### config.mk
export PLATFORM = sky130hd
export DESIGN_NAME = seqpwm_core
export DESIGN_NICKNAME = d
export VERILOG_FILES = /design/src/rtl/seqpwm_pkg.sv /design/src/rtl/seqpwm_prediv.sv /design/src/rtl/seqpwm_count.sv /design/src/rtl/seqpwm_unpack.sv /design/src/rtl/seqpwm_lane.sv /design/src/rtl/seqpwm_core.sv
export SDC_FILE = /design/constraint.sdc
export NUM_CORES = 1
export LEC_CHECK = 0
export ABC_AREA = 1
export BUFFER_PORTS_ARGS = -buffer_cell sky130_fd_sc_hd__buf_4
export CAP_MARGIN = 20
export CORE_MARGIN = 8
export CORE_UTILIZATION = 29
export DETAILED_ROUTE_END_ITERATION = 6
export GPL_TIMING_DRIVEN = 0
export PLACE_DENSITY = 0.4
export SKIP_LAST_GASP = 1
export SLEW_MARGIN = 20
export SYNTH_ARGS = -nofsm -noshare
export SYNTH_HDL_FRONTEND = slang
export SYNTH_HIERARCHICAL = 1
export SYNTH_SLANG_ARGS = --single-unit
### constraint.sdc
create_clock -name clk -period 8 [get_ports clk]
set_input_delay 0.4 -clock clk [delete_from_list [all_inputs] [get_ports clk]]
set_output_delay 0.4 -clock clk [all_outputs]
set_load 0.02 [all_outputs]
### src/rtl/seqpwm_pkg.sv
package seqpwm_pkg;
  typedef enum logic [1:0] {
    LD_SHARED = 2'd0,
    LD_PAIRS  = 2'd1,
    LD_EACH   = 2'd2,
    LD_WAVE   = 2'd3
  } load_mode_e;
endpackage

### src/rtl/seqpwm_prediv.sv
module seqpwm_prediv #(
  parameter int unsigned PSC_W = 3
) (
  input  logic             clk,
  input  logic             rst_n,
  input  logic             en,
  input  logic [PSC_W-1:0] psc,
  output logic             tick
);
  localparam int unsigned PRE_W = (1 << PSC_W) - 1;

  logic [PRE_W-1:0] pre_q, pre_d, mask;

  always_comb begin
    for (int b = 0; b < PRE_W; b++) mask[b] = (b < int'(psc));
    pre_d = en ? pre_q + 1'b1 : '0;
    tick  = en && ((pre_q & mask) == mask);
  end

  always_ff @(posedge clk or negedge rst_n) begin
    if (!rst_n) pre_q <= '0;
    else        pre_q <= pre_d;
  end
endmodule

### src/rtl/seqpwm_count.sv
module seqpwm_count #(
  parameter int unsigned CNT_W   = 15,
  parameter int unsigned TOP_RST = 1000
) (
  input  logic             clk,
  input  logic             rst_n,
  input  logic             en,
  input  logic             tick,
  input  logic             updown,
  input  logic [CNT_W-1:0] top_next,
  output logic [CNT_W-1:0] cnt,
  output logic [CNT_W-1:0] top_act,
  output logic             bnd
);
  logic [CNT_W-1:0] cnt_q, cnt_d, top_q;
  logic             dn_q, dn_d;
  logic             cnt_en, top_en;

  always_comb begin
    cnt_d = cnt_q;
    dn_d  = dn_q;
    bnd   = 1'b0;
    if (!en) begin
      cnt_d = '0;
      dn_d  = 1'b0;
    end else if (tick) begin
      if (!updown) begin
        dn_d = 1'b0;
        if (cnt_q >= top_q) begin
          cnt_d = '0;
          bnd   = 1'b1;
        end else begin
          cnt_d = cnt_q + 1'b1;
        end
      end else if (!dn_q) begin
        if (top_q == '0) begin
          cnt_d = '0;
          bnd   = 1'b1;
        end else if (cnt_q >= top_q) begin
          cnt_d = top_q - 1'b1;
          dn_d  = 1'b1;
        end else begin
          cnt_d = cnt_q + 1'b1;
        end
      end else begin
        if (cnt_q == '0) begin
          bnd   = 1'b1;
          dn_d  = 1'b0;
          cnt_d = (top_next == '0) ? '0 : CNT_W'(1);
        end else begin
          cnt_d = cnt_q - 1'b1;
        end
      end
    end
  end

  assign cnt_en = !en || tick;
  assign top_en = !en || bnd;

  always_ff @(posedge clk or negedge rst_n) begin
    if (!rst_n) begin
      cnt_q <= '0;
      dn_q  <= 1'b0;
    end else if (cnt_en) begin
      cnt_q <= cnt_d;
      dn_q  <= dn_d;
    end
  end

  always_ff @(posedge clk or negedge rst_n) begin
    if (!rst_n)      top_q <= CNT_W'(TOP_RST);
    else if (top_en) top_q <= top_next;
  end

  assign cnt     = cnt_q;
  assign top_act = top_q;
endmodule

### src/rtl/seqpwm_unpack.sv
module seqpwm_unpack
  import seqpwm_pkg::*;
#(
  parameter int unsigned CH_NUM  = 4,
  parameter int unsigned CNT_W   = 15,
  parameter int unsigned TOP_RST = 1000
) (
  input  logic                         clk,
  input  logic                         rst_n,
  input  logic                         en,
  input  load_mode_e                   mode,
  input  logic [CNT_W:0]               smp_data,
  input  logic                         smp_valid,
  output logic [CH_NUM-1:0][CNT_W:0]   pend,
  output logic [CNT_W-1:0]             wave_top
);
  localparam int unsigned IDX_W = $clog2(CH_NUM);
  localparam logic [CNT_W:0] IDLE_SMP = {1'b1, {CNT_W{1'b0}}};

  logic [CH_NUM-1:0][CNT_W:0] pend_q, pend_d;
  logic [CNT_W-1:0]           wtop_q, wtop_d;
  logic [IDX_W-1:0]           idx_q, idx_d, pair_lo, pair_hi;
  logic                       take, idx_en;

  assign take    = en && smp_valid;
  assign idx_en  = !en || smp_valid;
  assign pair_lo = IDX_W'({idx_q[0], 1'b0});
  assign pair_hi = IDX_W'({idx_q[0], 1'b1});

  always_comb begin
    pend_d = pend_q;
    wtop_d = wtop_q;
    idx_d  = idx_q;
    if (!en) begin
      idx_d = '0;
    end else if (smp_valid) begin
      unique case (mode)
        LD_SHARED: begin
          for (int c = 0; c < CH_NUM; c++) pend_d[c] = smp_data;
          idx_d = '0;
        end
        LD_PAIRS: begin
          pend_d[pair_lo] = smp_data;
          pend_d[pair_hi] = smp_data;
          idx_d = IDX_W'(!idx_q[0]);
        end
        LD_EACH: begin
          pend_d[idx_q] = smp_data;
          idx_d = idx_q + 1'b1;
        end
        LD_WAVE: begin
          if (idx_q == IDX_W'(CH_NUM - 1)) wtop_d = smp_data[CNT_W-1:0];
          else                             pend_d[idx_q] = smp_data;
          idx_d = idx_q + 1'b1;
        end
        default: idx_d = '0;
      endcase
    end
  end

  always_ff @(posedge clk or negedge rst_n) begin
    if (!rst_n) begin
      pend_q <= {CH_NUM{IDLE_SMP}};
      wtop_q <= CNT_W'(TOP_RST);
    end else if (take) begin
      pend_q <= pend_d;
      wtop_q <= wtop_d;
    end
  end

  always_ff @(posedge clk or negedge rst_n) begin
    if (!rst_n)      idx_q <= '0;
    else if (idx_en) idx_q <= idx_d;
  end

  assign pend     = pend_q;
  assign wave_top = wtop_q;
endmodule

### src/rtl/seqpwm_lane.sv
module seqpwm_lane #(
  parameter int unsigned CNT_W = 15
) (
  input  logic             clk,
  input  logic             rst_n,
  input  logic             en,
  input  logic             reload,
  input  logic [CNT_W:0]   pend_smp,
  input  logic [CNT_W-1:0] cnt,
  output logic [CNT_W:0]   cmp_act,
  output logic             pwm
);
  logic [CNT_W:0] cmp_q;
  logic           out_q, out_d, above;

  assign above = cnt >= cmp_q[CNT_W-1:0];
  assign out_d = en && (cmp_q[CNT_W] ? !above : above);

  always_ff @(posedge clk or negedge rst_n) begin
    if (!rst_n)      cmp_q <= {1'b1, {CNT_W{1'b0}}};
    else if (reload) cmp_q <= pend_smp;
  end

  always_ff @(posedge clk or negedge rst_n) begin
    if (!rst_n) out_q <= 1'b0;
    else        out_q <= out_d;
  end

  assign cmp_act = cmp_q;
  assign pwm     = out_q;
endmodule

### src/rtl/seqpwm_core.sv
module seqpwm_core
  import seqpwm_pkg::*;
#(
  parameter int unsigned CH_NUM  = 4,
  parameter int unsigned CNT_W   = 15,
  parameter int unsigned PSC_W   = 3,
  parameter int unsigned TOP_RST = 1000
) (
  input  logic              clk,
  input  logic              rst_n,
  input  logic              cfg_enable,
  input  logic [PSC_W-1:0]  cfg_prescale,
  input  logic              cfg_updown,
  input  logic [CNT_W-1:0]  cfg_top,
  input  logic [1:0]        cfg_load,
  input  logic [CNT_W:0]    smp_data,
  input  logic              smp_valid,
  output logic [CH_NUM-1:0] pwm_out,
  output logic              period_end
);
  logic [1:0]                 rsync_q;
  logic                       rst_n_i;
  logic                       tick, bnd, reload, pe_q;
  logic [CNT_W-1:0]           cnt_q, top_act, top_next, wave_top;
  logic [CH_NUM-1:0][CNT_W:0] pend, cmp_flat;
  load_mode_e                 mode;

  always_ff @(posedge clk or negedge rst_n) begin
    if (!rst_n) rsync_q <= '0;
    else        rsync_q <= {rsync_q[0], 1'b1};
  end
  assign rst_n_i = rsync_q[1];

  assign mode     = load_mode_e'(cfg_load);
  assign top_next = (mode == LD_WAVE) ? wave_top : cfg_top;
  assign reload   = !cfg_enable || bnd;

  seqpwm_prediv #(.PSC_W(PSC_W)) i_prediv (
    .clk(clk), .rst_n(rst_n_i), .en(cfg_enable), .psc(cfg_prescale), .tick(tick)
  );

  seqpwm_count #(.CNT_W(CNT_W), .TOP_RST(TOP_RST)) i_count (
    .clk(clk), .rst_n(rst_n_i), .en(cfg_enable), .tick(tick), .updown(cfg_updown),
    .top_next(top_next), .cnt(cnt_q), .top_act(top_act), .bnd(bnd)
  );

  seqpwm_unpack #(.CH_NUM(CH_NUM), .CNT_W(CNT_W), .TOP_RST(TOP_RST)) i_unpack (
    .clk(clk), .rst_n(rst_n_i), .en(cfg_enable), .mode(mode), .smp_data(smp_data),
    .smp_valid(smp_valid), .pend(pend), .wave_top(wave_top)
  );

  for (genvar g = 0; g < CH_NUM; g++) begin : g_lane
    seqpwm_lane #(.CNT_W(CNT_W)) i_lane (
      .clk(clk), .rst_n(rst_n_i), .en(cfg_enable), .reload(reload),
      .pend_smp(pend[g]), .cnt(cnt_q), .cmp_act(cmp_flat[g]), .pwm(pwm_out[g])
    );
  end

  always_ff @(posedge clk or negedge rst_n_i) begin
    if (!rst_n_i) pe_q <= 1'b0;
    else          pe_q <= bnd;
  end
  assign period_end = pe_q;
endmodule

Yosys cells after proc, flatten, opt, wreduce, memory -nomap -nowiden
Index checks and enable logic that the tools add are counted.
{"block": "word_totals", "reg_bits": 190}
{"block": "op_classes", "n_addsub": 5, "n_lt_le_gt_ge": 18, "eq_ne": 8, "muxes": 42, "n_bitwise": 1, "n_reduce_logical": 27}
{"cell": "one-hot mux 64 bit (4 select lines)", "count": 1}
{"cell": "bitwise mux 64 bit", "count": 3}
{"cell": "two-way mux 15 bit", "count": 9}
{"cell": "greater-or-equal comparator 15 bit", "count": 5}
{"cell": "two-way mux 64 bit", "count": 1}
{"cell": "two-way mux 16 bit", "count": 3}
{"cell": "logical NOT 15 bit", "count": 3}
{"cell": "demux 16 bit (select 1 bit)", "count": 2}
{"cell": "demux 16 bit (select 2 bit)", "count": 1}
{"cell": "subtractor 15 x 1 -> 15 bit (second input constant)", "count": 2}
{"cell": "two-way mux 1 bit", "count": 18}
{"cell": "adder 15 x 1 -> 15 bit (second input constant)", "count": 1}
{"cell": "logical AND 1 bit", "count": 9}
{"cell": "less-than comparator 2 x 3 -> 1 bit (second input constant)", "count": 3}
{"cell": "less-than comparator 3 bit (first input constant)", "count": 3}
{"cell": "adder 7 x 1 -> 7 bit (second input constant)", "count": 1}
{"cell": "bitwise AND 7 bit", "count": 1}
{"cell": "== test 7 bit", "count": 1}
{"cell": "two-way mux 7 bit", "count": 1}
{"cell": "== test 2 bit (second input constant)", "count": 3}
{"cell": "greater-or-equal comparator 2 x 1 -> 1 bit (second input constant)", "count": 3}
{"cell": "logical NOT 1 bit", "count": 6}
{"cell": "less-than comparator 1 x 3 -> 1 bit (first input constant)", "count": 2}
{"cell": "less-than comparator 2 x 3 -> 1 bit (first input constant)", "count": 2}
{"cell": "other kinds (12)", "count": 17}

Depth between registers and ports, before layout
Gate-level depths: netlist of run 1.
{"block": "depth", "depth_word": 9, "mapped_depth": 17, "mapped_depth_nobuf": 16}

Hierarchy
The synthesis of run 1 kept the hierarchy.
{"module": "seqpwm_unpack", "n_inst": 1, "cells_per_inst": 970, "area_each_um2": 5776.8}
{"module": "seqpwm_lane", "n_inst": 4, "cells_per_inst": 132, "area_each_um2": 1056.0}
{"module": "seqpwm_count", "n_inst": 1, "cells_per_inst": 545, "area_each_um2": 3365.7}
{"module": "seqpwm_prediv", "n_inst": 1, "cells_per_inst": 49, "area_each_um2": 375.4}
{"module": "seqpwm_core", "n_inst": 1, "cells_per_inst": 57, "area_each_um2": 372.9}

Worst setup path before layout of run 1
No wires, ideal clock.
{"block": "synth_path", "path_kind": "flip-flop to flip-flop", "from": "reg i_count.top_q[6] (netlist: i_count/top_act[6])", "to": "reg g_lane[0].i_lane.cmp_q[11]", "setup_time_ns": 0.135, "t_arrival_ns": 2.545, "t_required_ns": 7.865, "slack_ns": 5.321, "path_stages_with_launch": 17, "path_buffers": 2, "cell_sequence": "dfstp_2 > inv_2 > ha_1 > nand2_1 > inv_1 > a21oi_1 > nand2_1 > nand2_1 > nand3_4 > o211ai_4 > buf_4 > nor2_1 > inv_1 > nand2_1 > clkbuf_1 > nand2_1 > o21ai_0"}
{"block": "synth_via", "elab_chain_cells": 7, "word_cells_on_any_way": 9, "cone_classes": "1 x order compare; 6 x mux; 2 x reduce/logical"}
{"item": "from (decl)", "line_no": "seqpwm_count.sv:15", "rtl": "logic [CNT_W-1:0] cnt_q, cnt_d, top_q;"}
{"item": "from (signal assigned)", "line_no": "seqpwm_count.sv:71", "rtl": "if (!rst_n) top_q <= CNT_W'(TOP_RST);"}
{"item": "from (signal assigned)", "line_no": "seqpwm_count.sv:72", "rtl": "else if (top_en) top_q <= top_next;"}
{"item": "branches (longest 3 deep; another with greater-or-equal comparator 15 bit)"}
{"item": "two-way mux 1 bit *", "line_no": "seqpwm_count.sv:27", "rtl": "if (!updown) begin"}
{"item": "two-way mux 1 bit *", "line_no": "seqpwm_count.sv:26", "rtl": "end else if (tick) begin"}
{"item": "two-way mux 1 bit *", "line_no": "seqpwm_count.sv:23", "rtl": "if (!en) begin"}
{"item": "via bnd", "line_no": "seqpwm_core.sv:23", "rtl": "logic tick, bnd, reload, pe_q;"}
{"item": "logical OR 1 bit *", "line_no": "seqpwm_core.sv:36", "rtl": "assign reload = !cfg_enable || bnd;"}
{"item": "via reload", "line_no": "seqpwm_core.sv:23"}
{"item": "to (signal assigned)", "line_no": "seqpwm_lane.sv:20", "rtl": "if (!rst_n) cmp_q <= {1'b1, {CNT_W{1'b0}}};"}
{"item": "to (signal assigned)", "line_no": "seqpwm_lane.sv:21", "rtl": "else if (reload) cmp_q <= pend_smp;"}
{"item": "to (decl)", "line_no": "seqpwm_lane.sv:13", "rtl": "logic [CNT_W:0] cmp_q;"}
Mark *: on every way through the listed nets, which the timed path passes.
A chain may end at the register's enable or synchronous reset.

Worst setup path after layout of run 1
{"block": "layout_path", "from": "reg i_count.cnt_q[0] (netlist: i_count/cnt[0])", "to": "reg g_lane[3].i_lane.cmp_q[1]"}
{"block": "layout_via", "elab_chain_cells": 7, "word_cells_on_any_way": 9, "cone_classes": "1 x order compare; 6 x mux; 2 x reduce/logical"}
{"item": "from (decl)", "line_no": "seqpwm_count.sv:15"}
{"item": "from (signal assigned)", "line_no": "seqpwm_count.sv:65", "rtl": "cnt_q <= cnt_d;"}
{"item": "branches (longest 3 deep; another with greater-or-equal comparator 15 bit)"}
{"item": "two-way mux 1 bit *", "line_no": "seqpwm_count.sv:27"}
{"item": "two-way mux 1 bit *", "line_no": "seqpwm_count.sv:26"}
{"item": "two-way mux 1 bit *", "line_no": "seqpwm_count.sv:23"}
{"item": "via bnd", "line_no": "seqpwm_core.sv:23"}
{"item": "logical OR 1 bit *", "line_no": "seqpwm_core.sv:36"}
{"item": "via reload", "line_no": "seqpwm_core.sv:23"}
{"item": "to (signal assigned)", "line_no": "seqpwm_lane.sv:20"}
{"item": "to (signal assigned)", "line_no": "seqpwm_lane.sv:21"}
{"item": "to (decl)", "line_no": "seqpwm_lane.sv:13"}
Marks and branches as above.

==> out/metrics.yaml, run 1 <==
floorplan:
  die_h_um: 236.6
  die_area_um2: 55990
  core_region_area_um2: 48440
  start_util_pct: 29.14
  row_count: 81
  ioPinCount: 46
  fp.dieW_um: 236.6
critical_path:
  cp_max_fo: 16
  start_kind: "flip-flop"
  slowest_delay_ns: 0.61
  crit_type: "reg2reg"
  reg2reg_from: "i_count/cnt[0]"
  cp-end-kind: "flip-flop"
  crit_arrival_ns: 4.18
  critPathRequiredTime_ns: 8.35
  r2r-end: "g_lane[3].i_lane/cmp_act[1]"
  rr_worst_depth: 15
  crit_chain: "inv_1 > ha_1 > inv_1 > nor2_1 > nand2_1 > nor2_1 > nor2_2 > nand3_4 > o211ai_4 > buf_4 > nor2_1 > inv_1 > nand2_1 > clkbuf_1 > o21ai_0"
  cp_slowest_cell: "dfrtp_1"
  rrSetupSlack_ns: 4.18
synth:
  netlist_area_um2: 14110
  ys_seq_area_share_pct: 33.86
  synth_fp_nets: 2276
  ys_warn_count: 6
  ys_ff_latch: 190
  synth_area_per_cell_um2: 6.568
  yosysUniqueCellTypes: 48
  syn_inst: 2149
routing:
  routed_wl_um: 51830
  postRouteAntennaNets: 0
  wl_per_cell_um: 18.18
  drt_first_pass_iters: 7
  drtIter0Drc: 889
  drc: 0
  via_per_inst: 4.666
  vias: 13300
final_layout:
  fin_nets: 2343
  final_cell_mix: "nand2_1, nor2_1, inv_1"
  final_area_um2: 15930
  drive_gt1_share_pct: 11.31
  diodes: 0
  layout_commonest_cell: "nand2_1"
  syn2layout_area_growth_pct: 12.83
worst_hold_path:
  whs_path_depth: 4
  hold_class: "in2reg"
  worstHoldStart: "smp_valid"
  whs_endpoint: "i_unpack/idx_q[0]"
placed_design:
  io_buffers: 43
  dp.final_hpwl_um: 40160
  placed_area_um2: 15320
  routabilityCongestion: 0.8717
  place_ws_ns: 4.053
global_routing:
  grt-ovfl-total: 0
  grt_antenna_before_repair: 0
  groute.usage.overall_pct: 18.96
  grt_pass1_wl_um: 80570
  first_global_vias: 12930
  grt_max_degree: 50
clock_network:
  htreeDepth: 4
  cts_setup_buffers: 0
  max-clock-path-buffers: 2
  clk_pin_slew_ns: 0.08
  cts_tree: "done"
  clkSinkCount: 190
  insertion_delay_ns: 0.49
  root_buffer: "clkbuf_16"
  cts-resized-gates: 0
  ctsHoldBuffers: 1
  cts_buffers: 17
job:
  cap_violations: 0
timing:
  drv_slew: 0
  setup-tns-final_ns: 0
  setup_ws_ns: 4.179
  min_period_over_period_pct: 47.76
  hold_viol_final: 0
  rsz0062_at_grt: "no"
  fmax_mhz: 261.7
  worst_pin_slew_ns: 0.8165
  min_period_ns: 3.821
  finalSetupViolations: 0
  clock-skew-final_ns: 0.01073
  max_slew_margin_pct: 45.57
power_and_ir_drop:
  p_leak_nw: 8.638
  powerDensity_nw_per_um2: 177.5
  peakVddDrop_mv: 0.09884
status:
  status: "completed"
## synth_stat cells (all sizes together)
cell type	n	share of area, %
clkinv	2	0.053
nand3	158	6.1
a21oi	61	2.2
nand4	7	0.46
or2	3	0.13
ha	86	7.6
conb	1	0.027
nand3b	5	0.27
clkbuf	24	0.79
nand2	848	23
xor2	14	0.87
buf	60	3.3
nor4	4	0.18
o211ai	3	0.26
nor3	14	0.71
dfstp	20	3.7
mux2	4	0.32
nor2	301	8.8
dfrtp	170	30
o22ai	1	0.044
o21ai	93	3.3
a31oi	5	0.22
o21a	5	0.27
o21bai	1	0.053
inv	259	6.9
## power breakdown
group | internal, W | switching (W) | total, W
combinational | 0.000252 | 0.000447 | 0.000700
sequential | 0.00110 | 0.000134 | 0.00123
clock | 0.000423 | 0.000472 | 0.000895
## critical path: cells and delay by family (launching register included)
kind | cells | cell delay [ns]
AND/OR/NAND/NOR | 7 | 1.29
AO/OA/AOI/OAI | 2 | 0.33
buffers and inverters | 5 | 1.12
flip-flops | 1 | 0.61
adder cells (fa/ha/maj) | 1 | 0.34
## cells by family after synthesis
| kind of cell | after synthesis | synth area share [%] |
|---|---|---|
| xor+xnor | 14 | 0.8687 |
| simple gates | 1340 | 39.94 |
| mux | 4 | 0.3191 |
| compound gates | 169 | 6.356 |
| flops | 190 | 33.86 |
| buf+inv | 345 | 11.00 |
| other cells | 1 | 0.02657 |
| fa+ha+maj | 86 | 7.623 |
## layer usage
layer  track usage, %  wire length (µm)  up-vias
met1            25.30             24540     6231
met4            6.815              1622        0
met5                0                 0        -
li1                 -                 -     6776
met2            30.89             24090      229
met3            2.802              1579       67
## flip-flops by register name, indices dropped and copies added (netlist names)
signal and cells:
rsync_q 2, period_end 1, i_unpack/wave_top 15, i_unpack/pend 64
i_count/dn_q 1, g_lane.i_lane/pwm 4, i_prediv/pre_q 7, i_count/cnt 15
g_lane.i_lane/cmp_act 64, i_unpack/idx_q 2, i_count/top_act 15
## how the worst max path moves through the flow
stage,start,end,slack [ns],depth (start not counted)
detailed placement,i_count/cnt[0],g_lane[3].i_lane/cmp_act[1],4.05,15
global route,i_count/cnt[0],g_lane[3].i_lane/cmp_act[1],3.81,15
floorplan,rsync_q[1],g_lane[0].i_lane/cmp_act[0],2.35,0
global placement,rsync_q[1],i_count/cnt[10],-0.93,0
CTS,i_count/cnt[0],g_lane[3].i_lane/cmp_act[1],4.03,15
finish,i_count/cnt[0],g_lane[3].i_lane/cmp_act[1],4.18,15
## area by class of cell
type / instances / area [µm²]
clock buffers: 17 / 425.4
repair buffers: 48 / 435.4
well taps: 622 / 778.2
multi-input cells: 1614 / 7782
clock inverters: 15 / 167.7
fillers: 5352 / 32520
inverters: 261 / 982.2
plain buffers: 84 / 570.5
flip-flops and latches: 190 / 4783
## through the flow
stage	instances	util [%]	hold WS, ns	total power [W]
floorplan	2149	-	0.1044	0.001698
global placement	2814	31.41	0.1828	0.001933
detailed placement	2818	31.63	0.1843	0.001951
CTS	2851	32.87	0.1468	0.002869
global route	2851	32.87	0.1789	0.003038
finish	2851	32.87	0.1975	0.002826
Note: power is estimated with default switching activity, not from simulation.
==> inputs of run 2 (changes only) <==
--- a/config.mk
+++ b/config.mk
@@ -5,7 +5,7 @@
 export SDC_FILE = /design/constraint.sdc
 export NUM_CORES = 1
 export LEC_CHECK = 0
-export ABC_AREA = 1
+export ABC_AREA = 0
 export BUFFER_PORTS_ARGS = -buffer_cell sky130_fd_sc_hd__buf_4
 export CAP_MARGIN = 20
 export CORE_MARGIN = 8
==> constraint.sdc (replaced) <==
create_clock -name clk -period 3.9 [get_ports clk]
set_input_delay 0.195 -clock clk [delete_from_list [all_inputs] [get_ports clk]]
set_output_delay 0.195 -clock clk [all_outputs]
set_load 0.02 [all_outputs]
==> out/metrics.yaml, run 2 <==
status:
  status: "completed"  # unchanged
clock_network:
  clk_pin_slew_ns: 0.08  # about the same
  root_buffer: "clkbuf_16"  # unchanged
  cts_tree: "done"  # unchanged
  cts_buffers: 17  # unchanged
  clkSinkCount: 190  # unchanged
  insertion_delay_ns: 0.46  # was 0.49 ns
  max-clock-path-buffers: 2  # unchanged
  htreeDepth: 4  # unchanged
synth:
  synth_area_per_cell_um2: 10.12  # was 6.568 µm²
  syn_inst: 1285  # was 2149
  synth_fp_nets: 1412  # was 2276
  ys_warn_count: 6  # unchanged
  ys_seq_area_share_pct: 36.75  # was 33.86%
  synth_top_area_share_pct: 32.71  # was 30.14%
  synth_edf_count: 0  # unchanged
  yosys.area.top_type: "dfrtp_1"  # unchanged
  yosysMostFrequentCell: "dfrtp_1"  # was nand2_1
  netlist_area_um2: 13010  # was 14110 µm²
  synth.area.top_cells: "dfrtp_1, mux2_2, ha_1"  # was dfrtp_1, nand2_1, ha_1
  synthArstFlopShare_pct: 100.0  # unchanged
  yosys-top-cells-count: "dfrtp_1, mux2_2, nand2_1"  # was nand2_1, nor2_1, inv_1
  yosysUniqueCellTypes: 80  # was 48
  synth_ff_type: "dfrtp_1"  # unchanged
  ys_ff_latch: 190  # unchanged
floorplan:
  core_region_area_um2: 44220  # was 48440 µm²
  fp.dieW_um: 227.8  # was 236.6 µm
  row_count: 77  # was 81
  start_util_pct: 29.41  # was 29.14%
  die_h_um: 227.8  # was 236.6 µm
  die_area_um2: 51880  # was 55990 µm²
  ioPinCount: 46  # unchanged
critical_path:
  critPathRequiredTime_ns: 4.24  # was 8.35 ns
  cp-end-kind: "flip-flop"  # unchanged
  crit_type: "reg2reg"  # unchanged
  start_kind: "flip-flop"  # unchanged
  cp_max_fo: 12  # was 16
  cp_slowest_cell: "dfrtp_1"  # unchanged
  crit_chain: "ha_1 > and4_1 > nand4_1 > inv_1 > a211oi_4 > nor2_1 > nand2b_2 > buf_2 > mux2_2"  # was inv_1 > ha_1 > inv_1 > nor2_1 > nand2_1 > nor2_1 > nor2_2 > nand3_4 > o211ai_4 > buf_4 > nor2_1 > inv_1 > nand2_1 > clkbuf_1 > o21ai_0
  path_buf_inv: 2  # was 5
  crit_arrival_ns: 4.14  # was 4.18 ns
  slowest_delay_ns: 0.66  # was 0.61 ns
  crit_family: "simple AND/OR/NAND/NOR gates"  # unchanged
final_layout:
  finalNonFillerCells: 1945  # was 2851
  final_cell_mix: "dfrtp_1, mux2_2, nand2_1"  # was nand2_1, nor2_1, inv_1
  layout_commonest_cell: "dfrtp_1"  # was nand2_1
  drive_gt1_share_pct: 26.26  # was 11.31%
  syn2layout_area_growth_pct: 12.67  # was 12.83%
  fin_nets: 1466  # was 2343
timing:
  rsz0062_at_grt: "no"  # unchanged
  clock-skew-final_ns: 0.01569  # was 0.01073 ns
  hold_viol_final: 0  # unchanged
  finalSetupViolations: 0  # unchanged
  min_period_ns: 3.798  # was 3.821 ns
  drv_slew: 0  # unchanged
  max_slew_margin_pct: 26.45  # was 45.57%
  fmax_mhz: 263.3  # was 261.7 MHz
  min_period_over_period_pct: 97.38  # was 47.76%
  worst_pin_slew_ns: 1.097  # was 0.8165 ns
routing:
  routed_wl_um: 46680  # was 51830 µm
  via_per_inst: 5.308  # was 4.666
  postRouteAntennaNets: 0  # unchanged
  vias: 10330  # was 13300
  wl_per_cell_um: 24.00  # was 18.18 µm
  drtIter0Drc: 724  # was 889
  drt_first_pass_iters: 5  # was 7
  drc: 0  # unchanged
power_and_ir_drop:
  peakVddDrop_mv: 0.2623  # was 0.09884 mV
  p_leak_nw: 6.386  # was 8.638 nW
  powerDensity_nw_per_um2: 394.8  # was 177.5 nW/µm²
  p_total_w: 0.005785  # was 0.002826 W
global_routing:
  groute.usage.overall_pct: 17.76  # was 18.96%
  first_global_vias: 10310  # was 12930
  grt-ovfl-total: 0  # unchanged
  grt_antenna_before_repair: 0  # unchanged
  grt_pass1_wl_um: 70080  # was 80570 µm
  grt_max_degree: 51  # was 50
worst_hold_path:
  hold_class: "in2async"  # was in2reg
placed_design:
  dp.final_hpwl_um: 32900  # was 40160 µm
  io_buffers: 30  # was 43
  routabilityCongestion: 0.8221  # was 0.8717
  dp.cells: 1911  # was 2818
job:
  cap_violations: 0  # unchanged
run 2: kinds of logic (layout without fill, tap and decap cells):
kind of cell | after synthesis | after routing | share of synthesized area, %
compound gates | 354 | 354 | 19.67
simple gates | 264 | 264 | 10.64
mux | 190 | 190 | 17.24
flops | 190 | 190 | 36.75
buf+inv | 174 | 241 | 5.647
fa+ha+maj | 86 | 86 | 8.273
xor+xnor | 26 | 26 | 1.751
other cells | 1 | 2 | 0.02883
run 2: final timing paths:
| path | startpoint | to | slack (ns) | depth (start not counted) |
|---|---|---|---|---|
| max | i_count/cnt[11] | g_lane[3].i_lane/cmp_act[0] | 0.10 | 9 |
| min | rst_n | rsync_q[1] | 0.05 | 2 |
| max reg2reg | i_count/cnt[11] | g_lane[3].i_lane/cmp_act[0] | 0.10 | 9 |
| min reg2reg | rsync_q[1] | i_unpack/wave_top[14] | 0.32 | 0 |
| max in group asynchronous | rsync_q[1] | g_lane[3].i_lane/cmp_act[15] | 2.57 | 2 |
| min in group clk | smp_valid | i_unpack/idx_q[0] | 0.09 | 3 |
run 2: worst register-to-register path: cells and delay by family (launching register included):
kind,cells,cell delay [ns]
simple gates,4,1.50
flops,1,0.66
buf+inv,2,0.62
fa+ha+maj,1,0.43
mux,1,0.36
compound gates,1,0.10
run 2: cell type report:
type | count | area [µm²]
Tap cell | 592 | 740.7
Buffer | 88 | 415.4
Multi-Input combinational cell | 921 | 7510
Inverter | 86 | 322.8
Fill cell | 4561 | 29570
Timing Repair Buffer | 35 | 330.3
Clock inverter | 11 | 85.08
Antenna cell | 1 | 2.502
Sequential cell | 190 | 4787
Clock buffer | 21 | 460.4
run 2: timing repair:
action | CTS | global route
setup buffers | 0 | 0
hold buffers | 1 | 0
setup endpoints to repair | 64 | 43
hold endpoints to repair | 2 | 0
gates resized for setup | 3 | 8
run 2: through the flow:
| step | TNS [ns] | setup WS, ns | area [µm²] | util (%) | hold slack (ns) |
|---|---|---|---|---|---|
| finish | 0 | 0.1022 | 14650 | 33.14 | 0.05045 |
| global route | 0 | 0.03159 | 14650 | 33.13 | 0.03774 |
| CTS | 0 | 0.006267 | 14640 | 33.11 | 0.02352 |
| detailed placement | -4.419 | -0.1937 | 14080 | 31.84 | -0.02118 |
| global placement | -167.35 | -0.9748 | 13970 | 31.60 | -0.02213 |
| floorplan | 0 | 0.7853 | 13010 | - | -0.1006 |
run 2: routing by layer:
layer  part of all wire [%]  global-route usage (%)  vias to the layer above
met3                    3.1                   2.879                       48
met4                    2.6                   5.671                        0
met2                     46                   27.85                      185
met5                      0                       0                        -
li1                       -                       -                     4870
met1                     49                   24.66                     5222
run 2: report_power, final:
group	switching (W)	total [W]	internal [W]
registers	0.000281	0.00254	0.00226
logic	0.000779	0.00152	0.000738
clock network	0.000867	0.00172	0.000858
